--- src/rtl/rs_pkg.sv ---
package rs_pkg;
  parameter int OP_W   = 4;
  parameter int TAG_W  = 3;
  parameter int DATA_W = 16;

  typedef struct packed {
    logic [OP_W-1:0]   op;
    logic [TAG_W-1:0]  t1;
    logic [DATA_W-1:0] d1;
    logic              v1;
    logic [TAG_W-1:0]  t2;
    logic [DATA_W-1:0] d2;
    logic              v2;
    logic [TAG_W-1:0]  dst;
  } rs_slot_t;
endpackage

--- src/rtl/rs_pick.sv ---
module rs_pick #(
  parameter int N     = 4,
  localparam int IDX_W = (N > 1) ? $clog2(N) : 1
) (
  input  logic [N-1:0]     req_i,
  output logic [N-1:0]     gnt_o,
  output logic [IDX_W-1:0] idx_o,
  output logic             any_o
);
  always_comb begin
    gnt_o = '0;
    idx_o = '0;
    any_o = 1'b0;
    for (int i = 0; i < N; i++) begin
      if (req_i[i] && !any_o) begin
        gnt_o[i] = 1'b1;
        idx_o    = IDX_W'(i);
        any_o    = 1'b1;
      end
    end
  end
endmodule

--- src/rtl/rs_entry.sv ---
module rs_entry
  import rs_pkg::*;
(
  input  logic              clk_i,
  input  logic              rst_ni,
  input  logic              alloc_i,
  input  rs_slot_t          disp_i,
  input  logic              clear_i,
  input  logic              bc_valid_i,
  input  logic [TAG_W-1:0]  bc_tag_i,
  input  logic [DATA_W-1:0] bc_data_i,
  output logic              busy_o,
  output logic              ready_o,
  output rs_slot_t          slot_o
);
  logic     busy_q;
  rs_slot_t slot_q;
  rs_slot_t snoop_disp, snoop_held;

  // complete pending sources from the result bus
  function automatic rs_slot_t wake(rs_slot_t s, logic bv, logic [TAG_W-1:0] bt,
                                    logic [DATA_W-1:0] bd);
    rs_slot_t r = s;
    if (bv && !s.v1 && s.t1 == bt) begin
      r.v1 = 1'b1;
      r.d1 = bd;
    end
    if (bv && !s.v2 && s.t2 == bt) begin
      r.v2 = 1'b1;
      r.d2 = bd;
    end
    return r;
  endfunction

  assign snoop_disp = wake(disp_i, bc_valid_i, bc_tag_i, bc_data_i);
  assign snoop_held = wake(slot_q, bc_valid_i, bc_tag_i, bc_data_i);

  always_ff @(posedge clk_i or negedge rst_ni) begin
    if (!rst_ni) begin
      busy_q <= 1'b0;
      slot_q <= '0;
    end else if (alloc_i) begin
      busy_q <= 1'b1;
      slot_q <= snoop_disp;
    end else begin
      if (clear_i) busy_q <= 1'b0;
      if (busy_q)  slot_q <= snoop_held;
    end
  end

  assign busy_o  = busy_q;
  assign ready_o = busy_q & slot_q.v1 & slot_q.v2;
  assign slot_o  = slot_q;

  AST_NO_DOUBLE_ALLOC: assert property (@(posedge clk_i) disable iff (!rst_ni)
    alloc_i |-> !busy_q);
  AST_WAKE_SRC1: assert property (@(posedge clk_i) disable iff (!rst_ni)
    (busy_q && !alloc_i && !clear_i && bc_valid_i && !slot_q.v1 && slot_q.t1 == bc_tag_i)
    |=> (slot_q.v1 && slot_q.d1 == $past(bc_data_i)));
  AST_WAKE_SRC2: assert property (@(posedge clk_i) disable iff (!rst_ni)
    (busy_q && !alloc_i && !clear_i && bc_valid_i && !slot_q.v2 && slot_q.t2 == bc_tag_i)
    |=> (slot_q.v2 && slot_q.d2 == $past(bc_data_i)));
  AST_VALID_STICKY: assert property (@(posedge clk_i) disable iff (!rst_ni)
    (busy_q && !alloc_i && !clear_i && slot_q.v1 && slot_q.v2) |=> ready_o);
  AST_SAME_CYCLE_WAKE: assert property (@(posedge clk_i) disable iff (!rst_ni)
    (alloc_i && bc_valid_i && !disp_i.v1 && disp_i.t1 == bc_tag_i)
    |=> (slot_q.v1 && slot_q.d1 == $past(bc_data_i)));
endmodule

--- src/rtl/rs_pool.sv ---
module rs_pool
  import rs_pkg::*;
#(
  parameter int NUM_ENTRIES = 4,
  localparam int IDX_W = (NUM_ENTRIES > 1) ? $clog2(NUM_ENTRIES) : 1
) (
  input  logic              clk_i,
  input  logic              rst_ni,
  input  logic              disp_valid_i,
  output logic              disp_ready_o,
  input  logic [OP_W-1:0]   disp_op_i,
  input  logic [TAG_W-1:0]  disp_src1_tag_i,
  input  logic [DATA_W-1:0] disp_src1_data_i,
  input  logic              disp_src1_rdy_i,
  input  logic [TAG_W-1:0]  disp_src2_tag_i,
  input  logic [DATA_W-1:0] disp_src2_data_i,
  input  logic              disp_src2_rdy_i,
  input  logic [TAG_W-1:0]  disp_dst_tag_i,
  input  logic              bc_valid_i,
  input  logic [TAG_W-1:0]  bc_tag_i,
  input  logic [DATA_W-1:0] bc_data_i,
  input  logic              fu_free_i,
  output logic              iss_valid_o,
  output logic [OP_W-1:0]   iss_op_o,
  output logic [DATA_W-1:0] iss_src1_o,
  output logic [DATA_W-1:0] iss_src2_o,
  output logic [TAG_W-1:0]  iss_dst_tag_o
);
  logic [NUM_ENTRIES-1:0] busy_vec, rdy_vec;
  logic [NUM_ENTRIES-1:0] free_gnt, iss_gnt;
  logic [IDX_W-1:0]       free_idx, iss_idx;
  logic                   any_free, any_rdy, disp_fire;
  rs_slot_t               slot_vec [NUM_ENTRIES];
  rs_slot_t               disp_slot;

  always_comb begin
    disp_slot.op  = disp_op_i;
    disp_slot.t1  = disp_src1_tag_i;
    disp_slot.d1  = disp_src1_data_i;
    disp_slot.v1  = disp_src1_rdy_i;
    disp_slot.t2  = disp_src2_tag_i;
    disp_slot.d2  = disp_src2_data_i;
    disp_slot.v2  = disp_src2_rdy_i;
    disp_slot.dst = disp_dst_tag_i;
  end

  rs_pick #(.N(NUM_ENTRIES)) u_free_pick (
    .req_i(~busy_vec), .gnt_o(free_gnt), .idx_o(free_idx), .any_o(any_free));

  rs_pick #(.N(NUM_ENTRIES)) u_iss_pick (
    .req_i(rdy_vec), .gnt_o(iss_gnt), .idx_o(iss_idx), .any_o(any_rdy));

  assign disp_ready_o = any_free;
  assign disp_fire    = disp_valid_i & any_free;
  assign iss_valid_o  = any_rdy & fu_free_i;

  for (genvar g = 0; g < NUM_ENTRIES; g++) begin : g_slot
    rs_entry u_entry (
      .clk_i     (clk_i),
      .rst_ni    (rst_ni),
      .alloc_i   (disp_fire & free_gnt[g]),
      .disp_i    (disp_slot),
      .clear_i   (iss_valid_o & iss_gnt[g]),
      .bc_valid_i(bc_valid_i),
      .bc_tag_i  (bc_tag_i),
      .bc_data_i (bc_data_i),
      .busy_o    (busy_vec[g]),
      .ready_o   (rdy_vec[g]),
      .slot_o    (slot_vec[g])
    );
  end

  assign iss_op_o      = slot_vec[iss_idx].op;
  assign iss_src1_o    = slot_vec[iss_idx].d1;
  assign iss_src2_o    = slot_vec[iss_idx].d2;
  assign iss_dst_tag_o = slot_vec[iss_idx].dst;

  AST_NO_OVERFLOW: assert property (@(posedge clk_i) disable iff (!rst_ni)
    (disp_valid_i && !disp_ready_o && !iss_valid_o) |=> $stable(busy_vec));
  AST_ISSUE_FREES: assert property (@(posedge clk_i) disable iff (!rst_ni)
    iss_valid_o |=> !busy_vec[$past(iss_idx)]);
  AST_OCCUPANCY: assert property (@(posedge clk_i) disable iff (!rst_ni)
    1'b1 |=> ($countones(busy_vec) == $past($countones(busy_vec))
              + $past(int'(disp_fire)) - $past(int'(iss_valid_o))));
  AST_ISSUE_OPERANDS: assert property (@(posedge clk_i) disable iff (!rst_ni)
    iss_valid_o |-> (slot_vec[iss_idx].v1 && slot_vec[iss_idx].v2));
endmodule

--- config.mk ---
export PLATFORM = sky130hd
export DESIGN_NAME = rs_pool
export DESIGN_NICKNAME = d
export VERILOG_FILES = /design/src/rtl/rs_pkg.sv /design/src/rtl/rs_pick.sv /design/src/rtl/rs_entry.sv /design/src/rtl/rs_pool.sv
export SDC_FILE = /design/constraint.sdc
export NUM_CORES = 1
export LEC_CHECK = 0
export BUFFER_PORTS_ARGS = -buffer_cell sky130_fd_sc_hd__buf_2
export CORE_MARGIN = 2
export CORE_UTILIZATION = 40
export CTS_BUF_LIST = sky130_fd_sc_hd__clkbuf_8
export DETAILED_ROUTE_END_ITERATION = 12
export GPL_ROUTABILITY_DRIVEN = 0
export PLACE_DENSITY_LB_ADDON = 0.2
export SLEW_MARGIN = 10
export SYNTH_ARGS = -nofsm -noshare
export SYNTH_HDL_FRONTEND = slang
export SYNTH_SLANG_ARGS = --single-unit
--- constraint.sdc ---
create_clock -name clk_i -period 2.6 [get_ports clk_i]
set_input_delay 0.65 -clock clk_i [delete_from_list [all_inputs] [get_ports clk_i]]
set_output_delay 0.65 -clock clk_i [all_outputs]
set_load 0.05 [all_outputs]
After elaboration in Yosys (flattened, before gate mapping):

Index checks and enable logic that the tools add are counted.

* reductions and logical operators: 66
* equal/unequal tests: 10
* order comparisons: 1
* muxes and demuxes: 46
* bitwise logic cells: 20

Operators by type and width (number)
* $mux W47: 6
* $mux W17: 10
* $mux W40: 4
* $bmux W47 S2: 1
* $reduce_bool A2 Y1: 16
* $eq A3 B3 Y1: 10
* $logic_and A1 B1 Y1: 26
* $mux W1: 23
* $and A1 B1 Y1: 18
* $logic_not A1 Y1: 16
* $reduce_and A2 Y1: 8
* $mux W2: 2
* $not A4 Y4: 1
* $ge A3 B3 Y1 const B: 1
* $not A2 Y3: 1

* logic and storage cells: 179
* output and inout port bits: 41
* register bits after elaboration: 192
* input bits: 71

Longest topological paths before layout:

* word-level depth: 16
* mapped depth: 8
* gate-level depth less buffers: 4

By module:

Synthesis repeated with hierarchy kept, for this count alone.

* cells, all modules: 894
* area total of the unflattened synthesis: 11832.6 um^2

By module, submodules not included
* rs_entry: cells an instance 203, instances 4, seq. area each 1201.2 um^2, area each 2676.3 um^2
* rs_pool: cells an instance 60, instances 1, seq. area each 0.0 um^2, area each 1004.7 um^2
* rs_pick: cells an instance 11, instances 2, seq. area each 0.0 um^2, area each 61.3 um^2

Worst setup path before layout:

No wires, ideal clock.

* path type: register to output
* start: register g_slot[2].u_entry.busy_q
* end: output iss_op_o[0]
* stages on the path, launching flop included: 8
* data arrival time: 1664 ps
* path slack: 286 ps
* buffers on the path: 3
* data required time: 1950 ps
* cells stage by stage: dfrtp_1 > buf_2 > nand3_1 > and3_1 > nand2b_1 > buf_2 > buf_2 > o221a_2

* longest elaborated chain between the ends: 11
* elaborated cells between the ends (all ways): 12
* classes of those cells: mux: 6; bitwise: 3; reduce/logical: 3

Ends and longest elaborated chain
* start, declared: RTL line rs_entry.sv:16 `logic busy_q;`
* start signal, assigned: RTL line rs_entry.sv:40 `busy_q <= 1'b0;`
* start signal, assigned: RTL line rs_entry.sv:43 `busy_q <= 1'b1;`
* start signal, assigned: RTL line rs_entry.sv:46 `if (clear_i) busy_q <= 1'b0;`
* $and A1 B1 Y1 (*) (2 in series): RTL line rs_entry.sv:52 `assign ready_o = busy_q & slot_q.v1 & slot_q.v2;`
* $logic_and A1 B1 Y1 (*): RTL line rs_pick.sv:15 `if (req_i[i] && !any_o) begin`
* $mux W1: RTL line rs_pick.sv:15
* $logic_not A1 Y1: RTL line rs_pick.sv:15
* $logic_and A1 B1 Y1: RTL line rs_pick.sv:15
* $mux W2 (*): RTL line rs_pick.sv:15
* $not A2 Y3 (not written as such) (*): RTL line rs_pool.sv:73 `assign iss_op_o = slot_vec[iss_idx].op;`
* $bmux W47 S2 (*): RTL line rs_pool.sv:73
* $mux W47 (*) (2 in series)
* end, declared: RTL line rs_pool.sv:24 `output logic [OP_W-1:0] iss_op_o,`

Every way passes the cells marked *; elsewhere a longest branch is shown, timed or not. The select of a mux whose other input is x is not followed.

Worst setup path in the final report:

* start: register g_slot[1].u_entry.slot_q (netlist bit g_slot[1].u_entry.slot_o[23])
* end: output iss_src1_o[5]

* longest elaborated chain between the ends: 14
* elaborated cells between the ends (all ways): 16
* classes of those cells: mux: 8; bitwise: 3; reduce/logical: 5

Ends and longest elaborated chain
* start, declared: RTL line rs_entry.sv:17 `rs_slot_t slot_q;`
* start signal, assigned: RTL line rs_entry.sv:44 `slot_q <= snoop_disp;`
* start signal, assigned: RTL line rs_entry.sv:47 `if (busy_q) slot_q <= snoop_held;`
* $and A1 B1 Y1 (*) (2 in series): RTL line rs_entry.sv:52
* $logic_and A1 B1 Y1 (*): RTL line rs_pick.sv:15
* $mux W1: RTL line rs_pick.sv:15
* $logic_not A1 Y1: RTL line rs_pick.sv:15
* $logic_and A1 B1 Y1: RTL line rs_pick.sv:15
* $mux W1: RTL line rs_pick.sv:15
* $logic_not A1 Y1: RTL line rs_pick.sv:15
* $logic_and A1 B1 Y1: RTL line rs_pick.sv:15
* $mux W2 (*): RTL line rs_pick.sv:15
* $not A2 Y3 (not written as such) (*): RTL line rs_pool.sv:74 `assign iss_src1_o = slot_vec[iss_idx].d1;`
* $bmux W47 S2 (*): RTL line rs_pool.sv:74
* $mux W47 (*) (2 in series)
* end, declared: RTL line rs_pool.sv:25 `output logic [DATA_W-1:0] iss_src1_o,`

Marks and branches as above.

==> results_dict.tcl <==
set metrics [dict create \
    avgSynthCellArea_sq_um 10.3 \
    syn-cell-area_sq_mm 0.00980 \
    antenna_cells 0 \
    yosysTopAreaCellShare_pct 49.0 \
    cts_root_buf "clkbuf_8" \
    insertion_delay_ns 0.48 \
    fin_nets 1112 \
    grt_pass1_wl_um 52000 \
    post-dp-hpwl_um 20000 \
    yosysTopAreaCell "dfrtp_1" \
    yosysWarnings 0 \
    area_growth_pct 21.5 \
    dr.pass1.iters 5 \
    drt.antenna.violating_nets 0 \
    clock_power_share_pct 10.1 \
    muxShareOfSynthArea_pct 1.61 \
    drive_gt1_share_pct 27.3 \
    critPathMaxFanout 8 \
    ys_seq_area_share_pct 49.0 \
    cts_buffer_depth 2 \
    cts_tree "done" \
    hold_class "in -> async" \
    synthTopCellsByArea "dfrtp_1 (49%), a221o_1 (13%), and3_1 (8.4%), o221a_2 (4.5%), nand2_1 (4.4%)" \
    grt_overflow_total 0 \
    p_per_area_mw_per_mm2 1650 \
    wl_per_cell_um 24.1 \
    finClkSkew_ns 0.0230 \
    netlist_instances 953 \
    coreArea_sq_mm 0.0242 \
    cap_violations 0 \
    whs_ns 0.0742 \
    synth_common_cells "dfrtp_1 (192), and3_1 (131), a221o_1 (128)" \
    vias 8482 \
    ys.flop_type "dfrtp_1" \
    power_leakage_nw 5.80 \
    start_util_pct 40.6 \
    synthDistinctLibCells 40 \
    outcome "finished with violations" \
    yosysMostFrequentCell "dfrtp_1" \
    layout_worst_path_cycle_share_pct 105 \
    reg2reg_from "g_slot[1].u_entry.busy_o" \
    fp.dieW_um 161 \
    grt_pass1_vias 8610 \
    switching_share_pct 45.5 \
    h-tree-depth 4 \
    regArea_sq_mm 0.00480 \
    clkSlewWorstSetupHoldPaths_ns 0.11 \
    synth_edf_count 0 \
    synthSimpleGateAreaFrac_pct 19.8 \
    rsz0062_at_grt "yes" \
    wl_um 33200 \
    antenna_found_initial 0 \
    required_ns 1.95 \
    placed_area_sq_mm 0.0108 \
    synth_fa_ha_area_share_pct 0 \
    grt_max_degree 70 \
    worst_slew_pin_slew_ns 0.991 \
    finalNonFillerCells 1378 \
    synth-compound-area-share_pct 21.6 \
    p_int_mw 10.7 \
    fp.dieH_um 161 \
    finalSetupViolCount 39 \
    std_cell_rows 57 \
    p_seq_share_pct 27.0 \
    synth_xor_area_share_pct 2.68 \
    ir_drop_mv 1.20 \
    pwr-share-comb_pct 63.0 \
    drc 0 \
    path_class "reg -> out" \
    r2r_slack_ns 0.41 \
    critPathLaunchType "flip-flop" \
    rr_worst_depth 6 \
    finalHoldViolations 0 \
    grt_usage_pct 26.2 \
    violations "negative setup slack" \
    clkSinkCount 192 \
    viasPerCell 6.16 \
    drtIter0Drc 756 \
    fin_util_pct 49.3 \
    slew_headroom_pct 33.9 \
    r2r-end "g_slot[3].u_entry.slot_o[4]" \
    clock.fmax_mhz 367 \
    final_cell_area_sq_mm 0.0119 \
    period_needed_ns 2.72 \
    ios 112 \
    endpoint_kind "primary output" \
    dp_cells 1332 \
    arrival_ns 2.07 \
    fillers 2230 \
    synth-seq-cells 192 \
    p_switching_mw 8.95 \
    cts_buffers 17 \
    async_flop_share_pct 100 \
    synth_top_family_by_area "compound AO/OA/AOI/OAI gates" \
    report.final.slew_viol_count 0 \
    syn_nets 1024 \
    numPortBuffers 111 \
    multi_input_area_sq_mm 0.00474 \
    dieArea_sq_mm 0.0258 \
    finalWorstSetupSlack_ns -0.121 \
]
[placed cells by master (no fill, tap or decap), types with 2 or more instances in the layout]
cell	instances
buf_2	71
nor3_1	39
dfrtp_1	192
and3_1	128
buf_4	46
nor3_2	2
o21bai_2	4
buf_6	27
nand2_1	116
mux2_2	14
nand3b_1	6
a221o_1	128
clkbuf_8	18
nor2_1	44
nor2_2	3
nor4_2	6
o21bai_4	2
a22oi_1	2
and3b_1	2
and2_1	2
nor2b_1	3
o221a_2	20
o21ai_0	17
xor2_1	18
clkinvlp_4	5
inv_1	7
xnor2_1	12
bufinv_16	2
buf_8	19
and3_4	2
nand4_1	6
o21ai_1	31
o221a_4	19
nand3_2	3
buf_12	9
a21oi_1	5
buf_16	3
[flip-flops by register name (all words and copies together), names as in the netlist]
| signal | flops |
|---|---|
| g_slot.u_entry.busy_o | 4 |
| g_slot.u_entry.slot_o | 188 |
[how the worst max path moves through the flow]
stage                                            start                           end  slack (ns)
after floorplan               g_slot[2].u_entry.busy_o                   iss_op_o[0]        0.29
after global placement                     bc_tag_i[0]  g_slot[1].u_entry.slot_o[15]        0.10
after detailed placement                   bc_tag_i[1]  g_slot[2].u_entry.slot_o[18]         0.1
after CTS                 g_slot[1].u_entry.slot_o[23]                 iss_src1_o[5]       -0.11
after global routing      g_slot[1].u_entry.slot_o[23]                 iss_src1_o[5]       -0.18
final                     g_slot[1].u_entry.slot_o[23]                 iss_src1_o[5]       -0.12
[cell families after synthesis]
logic type / after synthesis
AND/OR/NAND/NOR: 374
multiplexers: 14
buffers and inverters: 110
XOR/XNOR: 30
flip-flops: 192
AO/OA/AOI/OAI: 233
[power by group through the flow]
stage               combinational [mW]  sequential (mW)  clock (mW)
detailed placement                9.78             5.28           0
floorplan                         7.31             5.03           0
finish                            12.4             5.31        1.98
global placement                  9.66             5.27           0
global route                      13.0             5.47        2.13
CTS                               12.2             5.27        2.02
[per-stage QoR]
step / worst slack [ns] / TNS [ns] / total power, mW
floorplan: 0.286 / 0 / 12.3
global placement: 0.105 / 0 / 14.9
detailed placement: 0.0997 / 0 / 15.1
CTS: -0.106 / -3.19 / 19.5
global route: -0.178 / -6.19 / 20.6
finish: -0.121 / -3.63 / 19.7
[worst max-delay path: stages (launching register included)]
cell and delay (ns):
dfrtp_1 0.42, nand3_2 0.11, buf_6 0.14, a31oi_4 0.20
buf_6 0.17, buf_16 0.17, o221a_4 0.23, buf_8 0.15
[layer usage]
metal	vias to the layer above	share of wire, %	global-route usage [%]
met5	-	0	0
met4	0	2.4	7.99
met3	57	6.2	3.74
met2	352	48	42.6
met1	4305	44	36.3
li1	3768	-	-
[repair_timing]
item | 4_1_cts | 5_1_grt
cloned | 4 | 0
buffers inserted | 11 | 0
endpoints found under the setup margin | 39 | 39
pin swaps | 4 | 1
hold buffers | 0 | 0
resized for setup | 133 | 19
[area by class of cell]
type                            count  area share, %
Sequential cell                   192           40.3
Multi-Input combinational cell    651           39.8
Timing Repair Buffer              176           13.2
Tap cell                          324           3.40
Clock buffer                       17           1.96
Clock inverter                     15           1.23
Inverter                            3         0.0946
No activity file was read; power rests on OpenSTA's default activity.
